$ cat config.mk
export PLATFORM = sky130hd
export DESIGN_NAME = uart_rx_wake
export DESIGN_NICKNAME = d
export VERILOG_FILES = /design/src/rtl/uart_rx_pkg.sv /design/src/rtl/rx_sampler.sv /design/src/rtl/rx_frame.sv /design/src/rtl/rx_idle_det.sv /design/src/rtl/uart_rx_wake.sv
export SDC_FILE = /design/constraint.sdc
export NUM_CORES = 1
export LEC_CHECK = 0
export BUFFER_PORTS_ARGS = -buffer_cell sky130_fd_sc_hd__buf_2
export CELL_PAD_IN_SITES_DETAIL_PLACEMENT = 0
export CELL_PAD_IN_SITES_GLOBAL_PLACEMENT = 1
export CORE_MARGIN = 1
export CORE_UTILIZATION = 42
export DETAILED_ROUTE_END_ITERATION = 16
export GPL_TIMING_DRIVEN = 0
export HOLD_SLACK_MARGIN = 0.1
export MAX_ROUTING_LAYER = met4
export PLACE_DENSITY_LB_ADDON = 0.1
export RECOVER_POWER = 25
export SETUP_SLACK_MARGIN = 0.02
export SKIP_CTS_REPAIR_TIMING = 1
export SLEW_MARGIN = 20
export SYNTH_ARGS = -nofsm -noshare
export SYNTH_HDL_FRONTEND = slang
export SYNTH_SLANG_ARGS = --single-unit
$ cat constraint.sdc
create_clock -name clk -period 1.8 [get_ports clk]
set_input_delay 0.18 -clock clk [delete_from_list [all_inputs] [get_ports clk]]
set_output_delay 0.18 -clock clk [all_outputs]
set_load 0.02 [all_outputs]
$ cat src/rtl/uart_rx_pkg.sv
`timescale 1ns/1ps
package uart_rx_pkg;
  // widest character, parity bit included
  localparam int MAX_BITS = 9;
  localparam int IDX_W    = $clog2(MAX_BITS);

  typedef enum logic [1:0] {
    ST_IDLE,
    ST_START,
    ST_DATA,
    ST_STOP
  } rx_state_e;

  function automatic logic maj3(input logic [2:0] s);
    return (s[0] & s[1]) | (s[0] & s[2]) | (s[1] & s[2]);
  endfunction
endpackage

$ cat src/rtl/rx_sampler.sv
`timescale 1ns/1ps
module rx_sampler #(
  parameter int SYNC_STAGES = 2
) (
  input  logic clk,
  input  logic rst_n,
  input  logic rx_line,
  input  logic os_tick,
  output logic smp_stb,
  output logic smp_cur,
  output logic smp_vote
);
  import uart_rx_pkg::*;

  logic [SYNC_STAGES-1:0] sync_q, sync_d;
  logic [2:0]             hist_q, hist_d;
  logic                   stb_q, stb_d;

  always_comb begin
    sync_d = {sync_q[SYNC_STAGES-2:0], rx_line};
    hist_d = hist_q;
    if (os_tick) begin
      hist_d = {hist_q[1:0], sync_q[SYNC_STAGES-1]};
    end
    stb_d = os_tick;
  end

  always_ff @(posedge clk or negedge rst_n) begin
    if (!rst_n) begin
      sync_q <= '1;
      hist_q <= '1;
      stb_q  <= 1'b0;
    end else begin
      sync_q <= sync_d;
      hist_q <= hist_d;
      stb_q  <= stb_d;
    end
  end

  assign smp_stb  = stb_q;
  assign smp_cur  = hist_q[0];
  assign smp_vote = maj3(hist_q);
endmodule

$ cat src/rtl/rx_frame.sv
`timescale 1ns/1ps
module rx_frame #(
  parameter int OS_RATE = 16
) (
  input  logic                              clk,
  input  logic                              rst_n,
  input  logic                              rx_en,
  input  logic                              nine_bit,
  input  logic                              smp_stb,
  input  logic                              smp_cur,
  input  logic                              smp_vote,
  output logic                              in_idle,
  output logic                              char_stb,
  output logic [uart_rx_pkg::MAX_BITS-1:0]  char_data,
  output logic                              char_stop
);
  import uart_rx_pkg::*;

  localparam int             CW      = $clog2(OS_RATE);
  localparam logic [CW-1:0]  VOTE_AT = CW'(OS_RATE / 2 + 1);
  localparam logic [CW-1:0]  LAST    = CW'(OS_RATE - 1);

  rx_state_e             state_q, state_d;
  logic [CW-1:0]         cnt_q, cnt_d;
  logic [IDX_W-1:0]      idx_q, idx_d;
  logic [MAX_BITS-1:0]   sr_q, sr_d;
  logic                  cstb_q, cstb_d;
  logic [MAX_BITS-1:0]   cdata_q, cdata_d;
  logic                  cstop_q, cstop_d;
  logic [IDX_W-1:0]      last_idx;

  assign last_idx = nine_bit ? IDX_W'(MAX_BITS - 1) : IDX_W'(MAX_BITS - 2);

  always_comb begin
    state_d = state_q;
    cnt_d   = cnt_q;
    idx_d   = idx_q;
    sr_d    = sr_q;
    cstb_d  = 1'b0;
    cdata_d = cdata_q;
    cstop_d = cstop_q;
    if (!rx_en) begin
      state_d = ST_IDLE;
      cnt_d   = '0;
    end else if (smp_stb) begin
      cnt_d = (cnt_q == LAST) ? '0 : cnt_q + 1'b1;
      case (state_q)
        ST_IDLE: begin
          cnt_d = '0;
          if (!smp_cur) begin
            state_d = ST_START;
            cnt_d   = CW'(1);
          end
        end
        ST_START: begin
          if (cnt_q == VOTE_AT && smp_vote) begin
            state_d = ST_IDLE;   // line back high at mid-bit: false start
            cnt_d   = '0;
          end else if (cnt_q == LAST) begin
            state_d = ST_DATA;
            idx_d   = '0;
            sr_d    = '0;
          end
        end
        ST_DATA: begin
          if (cnt_q == VOTE_AT) begin
            sr_d[idx_q] = smp_vote;
          end
          if (cnt_q == LAST) begin
            if (idx_q == last_idx) begin
              state_d = ST_STOP;
            end else begin
              idx_d = idx_q + 1'b1;
            end
          end
        end
        ST_STOP: begin
          if (cnt_q == VOTE_AT) begin
            cstb_d  = 1'b1;
            cdata_d = nine_bit ? sr_q : {1'b0, sr_q[MAX_BITS-2:0]};
            cstop_d = smp_vote;
          end else if (cnt_q > VOTE_AT && !smp_cur) begin
            state_d = ST_START;  // early start edge in second half of stop
            cnt_d   = CW'(1);
          end else if (cnt_q == LAST) begin
            state_d = ST_IDLE;
          end
        end
        default: state_d = ST_IDLE;
      endcase
    end
  end

  always_ff @(posedge clk or negedge rst_n) begin
    if (!rst_n) begin
      state_q <= ST_IDLE;
      cnt_q   <= '0;
      idx_q   <= '0;
      sr_q    <= '0;
      cstb_q  <= 1'b0;
      cdata_q <= '0;
      cstop_q <= 1'b1;
    end else begin
      state_q <= state_d;
      cnt_q   <= cnt_d;
      idx_q   <= idx_d;
      sr_q    <= sr_d;
      cstb_q  <= cstb_d;
      cdata_q <= cdata_d;
      cstop_q <= cstop_d;
    end
  end

  assign in_idle   = (state_q == ST_IDLE);
  assign char_stb  = cstb_q;
  assign char_data = cdata_q;
  assign char_stop = cstop_q;

  // a character is only handed out from the stop-bit phase
  a_r2_char_from_stop: assert property (@(posedge clk) disable iff (!rst_n)
    cstb_q |-> $past(state_q) == ST_STOP);
endmodule

$ cat src/rtl/rx_idle_det.sv
`timescale 1ns/1ps
module rx_idle_det #(
  parameter int OS_RATE     = 16,
  parameter int IDLE_BITS_8 = 10,
  parameter int IDLE_BITS_9 = 11
) (
  input  logic clk,
  input  logic rst_n,
  input  logic rx_en,
  input  logic nine_bit,
  input  logic after_stop,
  input  logic in_idle,
  input  logic smp_stb,
  input  logic smp_cur,
  output logic idle_hit
);
  localparam int TMAX = IDLE_BITS_9 * OS_RATE;
  localparam int IW   = $clog2(TMAX + 1);

  logic [IW-1:0] cnt_q, cnt_d;
  logic [IW-1:0] thr;
  logic          hit_q, hit_d;

  assign thr = nine_bit ? IW'(IDLE_BITS_9 * OS_RATE) : IW'(IDLE_BITS_8 * OS_RATE);

  always_comb begin
    cnt_d = cnt_q;
    hit_d = 1'b0;
    if (!rx_en) begin
      cnt_d = '0;
    end else if (smp_stb) begin
      if (!smp_cur || (after_stop && !in_idle)) begin
        cnt_d = '0;
      end else if (cnt_q < thr) begin
        cnt_d = cnt_q + 1'b1;
        hit_d = (cnt_q == thr - 1'b1);
      end
    end
  end

  always_ff @(posedge clk or negedge rst_n) begin
    if (!rst_n) begin
      cnt_q <= '0;
      hit_q <= 1'b0;
    end else begin
      cnt_q <= cnt_d;
      hit_q <= hit_d;
    end
  end

  assign idle_hit = hit_q;

  // one idle period yields one detection pulse
  a_r9_hit_once: assert property (@(posedge clk) disable iff (!rst_n)
    hit_q |=> !hit_q);
endmodule

$ cat src/rtl/uart_rx_wake.sv
`timescale 1ns/1ps
module uart_rx_wake #(
  parameter int OS_RATE     = 16,
  parameter int SYNC_STAGES = 2,
  parameter int IDLE_BITS_8 = 10,
  parameter int IDLE_BITS_9 = 11
) (
  input  logic       clk,
  input  logic       rst_n,
  input  logic       rx_line,
  input  logic       os_tick,
  input  logic       rx_en,
  input  logic       nine_bit,
  input  logic       par_en,
  input  logic       par_odd,
  input  logic       idle_after_stop,
  input  logic       wake_addr,
  input  logic       standby_req,
  input  logic       data_irq_en,
  input  logic       idle_irq_en,
  input  logic       clr_flags,
  output logic [8:0] rx_data,
  output logic       data_ready,
  output logic       idle_flag,
  output logic       parity_err,
  output logic       frame_err,
  output logic       standby,
  output logic       irq
);
  import uart_rx_pkg::*;

  // reset: asserted asynchronously, released on a clock edge
  logic rst_meta_q, rst_sync_q, rst_li;
  always_ff @(posedge clk or negedge rst_n) begin
    if (!rst_n) begin
      rst_meta_q <= 1'b0;
      rst_sync_q <= 1'b0;
    end else begin
      rst_meta_q <= 1'b1;
      rst_sync_q <= rst_meta_q;
    end
  end
  assign rst_li = rst_sync_q;

  logic                smp_stb, smp_cur, smp_vote;
  logic                in_idle, char_stb, char_stop, idle_hit;
  logic [MAX_BITS-1:0] char_data;

  rx_sampler #(.SYNC_STAGES(SYNC_STAGES)) u_smp (
    .clk      (clk),
    .rst_n    (rst_li),
    .rx_line  (rx_line),
    .os_tick  (os_tick),
    .smp_stb  (smp_stb),
    .smp_cur  (smp_cur),
    .smp_vote (smp_vote)
  );

  rx_frame #(.OS_RATE(OS_RATE)) u_frm (
    .clk       (clk),
    .rst_n     (rst_li),
    .rx_en     (rx_en),
    .nine_bit  (nine_bit),
    .smp_stb   (smp_stb),
    .smp_cur   (smp_cur),
    .smp_vote  (smp_vote),
    .in_idle   (in_idle),
    .char_stb  (char_stb),
    .char_data (char_data),
    .char_stop (char_stop)
  );

  rx_idle_det #(
    .OS_RATE     (OS_RATE),
    .IDLE_BITS_8 (IDLE_BITS_8),
    .IDLE_BITS_9 (IDLE_BITS_9)
  ) u_idl (
    .clk        (clk),
    .rst_n      (rst_li),
    .rx_en      (rx_en),
    .nine_bit   (nine_bit),
    .after_stop (idle_after_stop),
    .in_idle    (in_idle),
    .smp_stb    (smp_stb),
    .smp_cur    (smp_cur),
    .idle_hit   (idle_hit)
  );

  logic [8:0] data_q, data_d;
  logic       dr_q, dr_d, idle_q, idle_d, pe_q, pe_d, fe_q, fe_d;
  logic       armed_q, armed_d, stby_q, stby_d;
  logic       msb, par_bad, accept, wake, idle_set;

  always_comb begin
    msb      = nine_bit ? char_data[8] : char_data[7];
    par_bad  = par_en && ((^char_data) != par_odd);
    accept   = char_stb && (!stby_q || (wake_addr && msb));
    wake     = stby_q && ((wake_addr && char_stb && msb) || (!wake_addr && idle_hit));
    idle_set = idle_hit && armed_q && !stby_q;

    data_d  = data_q;
    dr_d    = dr_q;
    idle_d  = idle_q;
    pe_d    = pe_q;
    fe_d    = fe_q;
    armed_d = armed_q;
    stby_d  = stby_q;

    if (clr_flags) begin
      dr_d   = 1'b0;
      idle_d = 1'b0;
      pe_d   = 1'b0;
      fe_d   = 1'b0;
    end
    if (accept) begin
      data_d  = char_data;
      dr_d    = 1'b1;
      pe_d    = par_bad;
      fe_d    = !char_stop;
      armed_d = 1'b1;
    end
    if (idle_set) begin
      idle_d  = 1'b1;
      armed_d = 1'b0;
    end
    if (standby_req) begin
      stby_d = 1'b1;
    end else if (wake) begin
      stby_d = 1'b0;
    end
  end

  always_ff @(posedge clk or negedge rst_li) begin
    if (!rst_li) begin
      data_q  <= '0;
      dr_q    <= 1'b0;
      idle_q  <= 1'b0;
      pe_q    <= 1'b0;
      fe_q    <= 1'b0;
      armed_q <= 1'b0;
      stby_q  <= 1'b0;
    end else begin
      data_q  <= data_d;
      dr_q    <= dr_d;
      idle_q  <= idle_d;
      pe_q    <= pe_d;
      fe_q    <= fe_d;
      armed_q <= armed_d;
      stby_q  <= stby_d;
    end
  end

  assign rx_data    = data_q;
  assign data_ready = dr_q;
  assign idle_flag  = idle_q;
  assign parity_err = pe_q;
  assign frame_err  = fe_q;
  assign standby    = stby_q;
  assign irq        = (dr_q & data_irq_en) | (idle_q & idle_irq_en);

  // the idle flag only rises after a character has armed it
  a_r9_idle_needs_char: assert property (@(posedge clk) disable iff (!rst_li)
    $rose(idle_q) |-> $past(armed_q));

  // idle-wakeup standby never lets a character through
  a_r11_standby_discards: assert property (@(posedge clk) disable iff (!rst_li)
    (stby_q && !wake_addr) |=> !$rose(dr_q));

  // leaving address-mark standby always comes with a delivered character
  a_r12_addr_wake_delivers: assert property (@(posedge clk) disable iff (!rst_li)
    (stby_q && wake_addr && !standby_req) |=> (stby_q || dr_q));

  // no idle flag can rise while asleep
  a_r11_no_idle_in_standby: assert property (@(posedge clk) disable iff (!rst_li)
    stby_q |=> !$rose(idle_q));
endmodule

== Word level (Yosys, flattened, before mapping) ==
Cells that the tools add are included.

* Logic and storage cells: 147
* Bits in registers: 62

* Reduce and logical (&&, ||, !) cells: 33
* Eq/ne operators: 21
* Bitwise operators: 8
* $add $sub $neg: 4
* Order comparisons: 4
* Mux-type cells: 56

{| class="wikitable"
|+ Operators with widths
! operator !! count
|-
| 2-to-1 mux 4 bit || 11
|-
| 2-to-1 mux 9 bit || 4
|-
| 2-to-1 mux 8 bit || 4
|-
| 2-to-1 mux 1 bit || 20
|-
| 2-to-1 mux 2 bit || 10
|-
| case mux 9 bit (2 select lines) || 1
|-
| AND reduction 7 bit || 2
|-
| logical AND 1 bit || 13
|-
| case mux 4 bit (3 select lines) || 1
|-
| nonzero test 2 bit || 5
|-
| bitwise mux 9 bit || 1
|-
| XOR reduction 9 bit || 1
|-
| adder 4 x 1 -> 4 bit (second input constant) || 2
|-
| adder 8 x 1 -> 8 bit (second input constant) || 1
|-
| == test 4 bit (second input constant) || 2
|-
| == test 8 bit || 1
|-
| < comparator 8 bit || 1
|-
| != test 2 x 1 -> 1 bit (second input constant) || 4
|-
| != test 4 x 2 -> 1 bit (second input constant) || 2
|-
| case mux 2 bit (4 select lines) || 1
|-
| case mux 4 bit (2 select lines) || 1
|-
| subtractor 8 x 1 -> 8 bit (second input constant) || 1
|-
| != test 3 x 2 -> 1 bit (second input constant) || 2
|-
| != test 3 bit (second input constant) || 2
|-
| other kinds (19) || 33
|}

== Depth between registers and ports, before layout ==
Gate-level depths: netlist of run 1.

* Word-level depth: 8
* Depth in mapped cells: 8
* Mapped depth without buffers: 7

== Cells and area by module ==
Synthesis of run 1 repeated with hierarchy kept, for this count alone.

* Cells, all modules: 293
* Area total of the unflattened synthesis: 3239.4 sq um

{| class="wikitable"
|+ Modules (own cells, without submodules)
! module !! cells each !! seq. area each (sq um) !! area each (sq um) !! times used
|-
| rx_frame || 172 || 752.0 || 1702.9 || 1
|-
| uart_rx_wake || 53 || 425.4 || 785.8 || 1
|-
| rx_idle_det || 58 || 225.2 || 549.3 || 1
|-
| rx_sampler || 10 || 156.4 || 201.4 || 1
|}

== Worst setup path after synthesis of run 1 ==
Ideal clock, no wire load.

* Path type: register -> register
* From: register u_frm.cnt_q[1]
* To: register u_frm.cdata_q[2], in the netlist u_frm.char_data[2]
* Arrival: 1.614 ns
* Setup time: 0.125 ns
* Clock period less this slack: 1.739 ns
* Setup slack: 0.061 ns
* Required time: 1.675 ns
* Stages on the path, launching flop included: 8
* Buffers on the path: 1
* Cell sequence: dfrtp_1 > inv_1 > ha_1 > and3b_2 > nand2_1 > nor2_1 > buf_2 > mux2_2

* Longest elaborated chain between the ends: 2

{| class="wikitable"
|+ Ends and longest elaborated chain
! item !! RTL line !! source
|-
| start: declaration || rx_frame.sv:24 || <nowiki>logic [CW-1:0] cnt_q, cnt_d;</nowiki>
|-
| start signal: assignment || rx_frame.sv:105 || <nowiki>cnt_q <= cnt_d;</nowiki>
|-
| == test 4 bit || rx_frame.sv:78 || <nowiki>if (cnt_q == VOTE_AT) begin</nowiki>
|-
| AND reduction 4 bit (no source line) || -- ||
|-
| end signal: assignment || rx_frame.sv:109 || <nowiki>cdata_q <= cdata_d;</nowiki>
|-
| end: declaration || rx_frame.sv:28 || <nowiki>logic [MAX_BITS-1:0] cdata_q, cdata_d;</nowiki>
|}

No other way between the ends.
A chain may end at the register's enable or synchronous reset.

== Final worst setup path of run 1 ==
* From: register u_frm.cnt_q[1]
* To: register u_frm.state_q[1]

* Longest elaborated chain between the ends: 7
* Elaborated cells on any way between the ends: 16
* Those cells by class: order compare: 1; eq/ne: 6; mux: 6; reduce/logical: 3

{| class="wikitable"
|+ Ends and longest elaborated chain
! item !! RTL line !! source
|-
| > comparator 4 bit || rx_frame.sv:82 || <nowiki>end else if (cnt_q > VOTE_AT && !smp_cur) begin</nowiki>
|-
| logical AND 1 bit || rx_frame.sv:82 ||
|-
| 2-to-1 mux 2 bit || rx_frame.sv:82 ||
|-
| 2-to-1 mux 2 bit || rx_frame.sv:78 ||
|-
| case mux 2 bit (4 select lines) || rx_frame.sv:47 || <nowiki>case (state_q)</nowiki>
|-
| 2-to-1 mux 2 bit || rx_frame.sv:45 || <nowiki>end else if (smp_stb) begin</nowiki>
|-
| 2-to-1 mux 2 bit || rx_frame.sv:42 || <nowiki>if (!rx_en) begin</nowiki>
|-
| end signal: assignment || rx_frame.sv:104 || <nowiki>state_q <= state_d;</nowiki>
|-
| end: declaration || rx_frame.sv:23 || <nowiki>rx_state_e state_q, state_d;</nowiki>
|}

Parallel ways exist; a longest one is shown, timed or not. The select of a mux whose other input is x is not followed.

==> impl_metrics.yaml, run 1 <==
sta:
  slew_headroom: 0.138
  hold_viol_final: 0
  fin_crit_ns: 1.81
  timing.fmax_mhz: 551
  tightest_slew_ns: 1.29
  slew_viol_final: 0
  finalClockSkew_ns: 0.0103
  setup_violations: 1
  fin_crit_sh: 1.01
  rsz0062_at_grt: "yes"
  fin_ws_ns: -0.0134
drt:
  drtIter0Drc: 78
  vias: 2266
  routed_wl_um: 6210
  drc: 0
  route.detailed.vias_per_inst: 5.04
  ant_nets: 0
  drtPass1Iterations: 5
  wl_per_cell_um: 13.8
global_route:
  track_usage: 0.172
  grt_max_degree: 61
  gr-total-overflow: 0
  grt_pass1_wl_um: 9760
  grt_pass1_vias: 1960
  antenna_found_initial: 0
synth:
  ys_warn_count: 0
  ys_seq_area_frac: 0.498
  async_reset_ff_frac: 1.00
  synth_cell_types: 55
  synth.cell_area_um2: 3130
  synth_fp_nets: 321
  synth_flop_cell: "dfrtp_1"
  synth_edf_count: 0
  syn_inst: 293
  syn_area_per_cell_um2: 10.7
  ys_ff_latch: 62
clock_tree:
  clk_pin_slew_ns: 0.08
  root_buffer: "clkbuf_8"
  cts_buffers: 9
  cts.sinks: 62
  clockBufferDepth: 2
  htree_levels: 3
  clk_latency_ns: 0.34
  tritoncts: "built"
finish:
  regArea_um2: 1560
  fin_nets: 374
  antenna_cells: 0
  final_cell_mix: "dfrtp_1, nand2_1, buf_2, mux2_2, inv_1"
  area.growth.synth_to_final_pct: 21.2
  mostFrequentLayoutCell: "dfrtp_1"
  nFillCells: 682
  fin_util: 0.527
  layout-drive-gt1-share: 0.311
  multi_input_area_um2: 1540
floorplanning:
  coreArea_um2: 7210
  fp.dieH_um: 88.4
  dieArea_um2: 7810
  dieWidth_um: 88.4
  initial_core_util: 0.434
  num_io_pins: 29
  fp-row-count: 31
power_and_ir_drop:
  peakVddDrop_v: 0.000583
  power.total_uw: 3310
  p_leak_uw: 0.00173
  pwr_density_cell_nw_per_um2: 872
worst_setup_path:
  crit_type: "reg -> reg"
  arrival_ns: 2.02
  startpoint: "u_frm.cnt_q[1]"
  reg2reg_slack_ns: -0.01
  start_kind: "flop"
  required_ns: 2.01
  r2r_cells: 7
  endpoint_kind: "flop"
  critPathMaxFanout: 4
  r2r-end: "u_frm.state_q[1]"
  crit_end: "u_frm.state_q[1]"
  reg2reg_from: "u_frm.cnt_q[1]"
worst_hold_path:
  hold_path_class: "in -> async"
placement:
  place.gp.congestion: 0.815
  place_hpwl_um: 4250
  io_buffers: 27
job:
  drv_cap: 0
status:
  violations: "negative setup slack"
  run_status: "finished, violations left"
==> power breakdown <==
group	internal [µW]	switching [µW]
sequential	1470	118
combinational	213	318
clock	637	558
==> cell type report <==
cell class              instances  share of cell area
well taps                      99              0.0326
multi-input cells             204               0.406
clock inverters                 6              0.0165
inverters                      19              0.0188
repair buffers                 42              0.0679
clock buffers                  10              0.0336
plain buffers                   8              0.0135
flip-flops and latches         62               0.411
==> how the worst min path moves through the flow <==
stage	from	cells past startpoint	end
global route	rst_n	2	rst_meta_q
global placement	rst_n	1	rst_meta_q
CTS	rst_n	1	rst_li
finish	rst_n	2	rst_meta_q
floorplan	rst_n	0	rst_li
detailed placement	rst_n	1	rst_meta_q
==> registers in the layout, indices dropped and copies added, names as in the netlist, 2 cells and up <==
name	flops
rx_data	9
u_frm.char_data	9
u_frm.cnt_q	4
u_frm.idx_q	4
u_frm.sr_q	9
u_frm.state_q	2
u_idl.cnt_q	8
u_smp.hist_q	3
u_smp.sync_q	2
==> worst max-delay path, stage by stage, from the launching register on <==
cell	delay, ns
dfrtp_1	0.39
inv_2	0.11
ha_4	0.15
and3b_2	0.22
a21boi_2	0.09
o31a_1	0.30
o311ai_1	0.31
o41ai_1	0.12
==> per-layer routing <==
metal / vias to the layer above / GRT usage / part of all wire / routed length (µm)
met2: 39 / 0.237 / 0.43 / 2690
li1: 1146 / - / - / -
met3: 5 / 0.0289 / 0.029 / 183
met4: 0 / 0.0792 / 0.0095 / 59
met5: - / - / 0 / 0
met1: 1076 / 0.244 / 0.53 / 3280
==> cell families after synthesis <==
kind of cell	Yosys count	share of synthesized area
other	1	0.00120
AND/OR/NAND/NOR	96	0.150
adder cells (fa/ha/maj)	15	0.0595
XOR/XNOR	12	0.0379
flip-flops	62	0.498
AO/OA/AOI/OAI	55	0.129
multiplexers	25	0.0883
buffers and inverters	27	0.0359
==> stage by stage <==
| step | hold WS, ns | std cells | setup slack (ns) | cell area (µm²) | setup TNS [ns] |
|---|---|---|---|---|---|
| after floorplan | -0.116 | 293 | 0.0612 | 3130 | 0 |
| after global placement | -0.0360 | 419 | -0.170 | 3390 | -2.51 |
| after detailed placement | -0.0336 | 419 | -0.188 | 3400 | -2.72 |
| after CTS | -0.409 | 435 | -0.202 | 3590 | -3.16 |
| after global routing | 0.174 | 450 | -0.0798 | 3800 | -1.06 |
| final | 0.153 | 450 | -0.0134 | 3800 | -0.0134 |
==> cells in the mapped netlist, types with 4 or more instances <==
| cell | count | area share |
|---|---|---|
| mux2i_1 | 4 | 0.013 |
| and3_1 | 4 | 0.0080 |
| nand3_1 | 14 | 0.022 |
| xor2_1 | 5 | 0.014 |
| nand2_1 | 43 | 0.052 |
| o21ai_0 | 10 | 0.016 |
| nor2_1 | 9 | 0.011 |
| nor2b_1 | 4 | 0.0080 |
| inv_1 | 19 | 0.023 |
| ha_1 | 14 | 0.056 |
| a21oi_1 | 8 | 0.013 |
| xnor2_1 | 6 | 0.017 |
| a21o_1 | 4 | 0.0096 |
| dfrtp_1 | 56 | 0.45 |
| buf_2 | 5 | 0.0080 |
| dfstp_2 | 6 | 0.050 |
| mux2_2 | 21 | 0.075 |
| a22o_1 | 9 | 0.025 |
No activity file was read; power rests on OpenSTA's default activity.
==> inputs of run 2 (changes only) <==
Settings changed: PLACE_DENSITY_LB_ADDON 0.1 to 0.15.
==> run 2 against run 1 <==
The run still ends with negative setup slack left. Critical path depth did not move. Die area unchanged. Clock-buffer cell count stayed put. Register-to-register slack worse by 0.10 ns. Cell count down 0.22%. Flip-flop and latch count is the same. Sequential share of layout area decreased by 0.77 points. Non-clock buffer count fell by 1. Critical path type unchanged. Power is 5.5% higher. Utilization rose by 1.1 points. Routed wire length up 3.1%. First-iteration DRC count down 18%.
==> impl_metrics.yaml, run 2 (synthesized netlist as in run 1, its figures left out) <==
worst_setup_path:
  start_kind: "flop"
  cpPeakStageDelay_ns: 0.42
  r2r-end: "u_frm.state_q[1]"
  arrival_ns: 2.11
  cp_top_family: "compound AO/OA/AOI/OAI gates"
  reg2reg_slack_ns: -0.12
  crit_type: "reg -> reg"
  reg2reg_from: "u_frm.cnt_q[1]"
  critPathMaxFanout: 4
  cp.depth: 7
  endpoint_kind: "flop"
  required_ns: 2.00
  cp_slowest_cell: "dfrtp_1"
  r2r_cells: 7
  cp_cell_sequence: "inv_2 -> ha_4 -> and3b_2 -> a21boi_4 -> o31a_1 -> o311ai_2 -> o41ai_2"
  crit_end: "u_frm.state_q[1]"
  startpoint: "u_frm.cnt_q[1]"
  critPathBufInv: 1
global_route:
  antenna_found_initial: 0
  grt_pass1_wl_um: 9890
  grt_pass1_vias: 2053
  gr-total-overflow: 0
  use_met1: 0.242
  top_usage_layer: "met1"
  use_met2: 0.241
  track_usage: 0.171
  grt_max_degree: 61
  met3_usage: 0.0326
finish:
  fin_nets: 373
  final_cell_count_no_fill: 449
  area.growth.synth_to_final_pct: 23.8
  mostFrequentLayoutCell: "dfrtp_1"
  antenna_cells: 0
  fin_area_um2: 3880
  layout-drive-gt1-share: 0.329
  final_cell_mix: "dfrtp_1, nand2_1, buf_2, mux2_2, inv_1"
drt:
  vias: 2255
  ant_nets: 0
  routed_wl_um: 6400
  wl_per_cell_um: 14.3
  drtIter0Drc: 64
  route.detailed.vias_per_inst: 5.02
  drc: 0
  drtPass1Iterations: 4
clock_tree:
  root_buffer: "clkbuf_8"
  cts_buffers: 9
  clockBufferDepth: 2
  cts.sinks: 62
  clk_latency_ns: 0.34
  htree_levels: 3
  clk_pin_slew_ns: 0.08
  tritoncts: "built"
power_and_ir_drop:
  power.total_uw: 3490
  pwr_density_cell_nw_per_um2: 900
  p_leak_uw: 0.00176
  peakVddDrop_v: 0.000454
floorplanning:
  initial_core_util: 0.434
  coreArea_um2: 7210
  dieWidth_um: 88.4
  dieArea_um2: 7810
  fp-row-count: 31
  num_io_pins: 29
  fp.dieH_um: 88.4
placement:
  placed_area_um2: 3400
  place_ws_ns: -0.204
  io_buffers: 27
  place_hpwl_um: 4300
  dp.cells: 419
  place.gp.congestion: 0.782
sta:
  finalClockSkew_ns: 0.00861
  hold_viol_final: 0
  timing.fmax_mhz: 521
  setup_violations: 16
  slew_headroom: 0.481
  slew_viol_final: 0
  fin_crit_ns: 1.92
  rsz0062_at_grt: "yes"
  fin_crit_sh: 1.07
  fin_ws_ns: -0.118
  tightest_slew_ns: 0.779
status:
  violations: "negative setup slack"
  run_status: "finished, violations left"
job:
  drv_cap: 0
worst_hold_path:
  hold_path_class: "in -> async"
run 2: power breakdown:
part	switching [µW]	total [µW]	internal, µW
Clock	553	1330	777
Combinational	347	572	225
Sequential	121	1590	1470
run 2: cell type report:
| cell class | instances | area [µm²] |
|---|---|---|
| fill | 665 | 3330 |
| multi-input combinational | 204 | 1600 |
| sequential | 62 | 1570 |
| timing repair buffer | 41 | 256 |
| clock buffer | 10 | 128 |
| tap | 99 | 124 |
| clock inverter | 6 | 86.3 |
| inverter | 19 | 71.3 |
| buffer | 8 | 51.3 |
run 2: through the flow:
step	hold WS, ns	setup TNS [ns]	utilization
2_1_floorplan	-0.116	0	-
3_3_place_gp	-0.0356	-2.53	0.470
3_5_place_dp	-0.0330	-2.88	0.471
4_1_cts	-0.408	-3.48	0.500
5_1_grt	0.184	-2.29	0.538
6_report	0.148	-0.430	0.538
run 2: how the worst min path moves through the flow:
stage,startpoint,to,slack [ns],cells after the start
floorplan,rst_n,rst_li,-0.12,0
global placement,rst_n,rst_meta_q,-0.04,1
detailed placement,rst_n,rst_meta_q,-0.03,1
CTS,rst_n,rst_li,-0.41,1
global route,rst_n,rst_li,0.18,2
finish,rst_n,rst_li,0.15,2
run 2: routing by layer:
| metal | up-vias | part of all wire |
|---|---|---|
| met5 | - | 0 |
| met4 | 0 | 0.0069 |
| met3 | 4 | 0.030 |
| met2 | 32 | 0.45 |
| met1 | 1087 | 0.51 |
| li1 | 1132 | - |
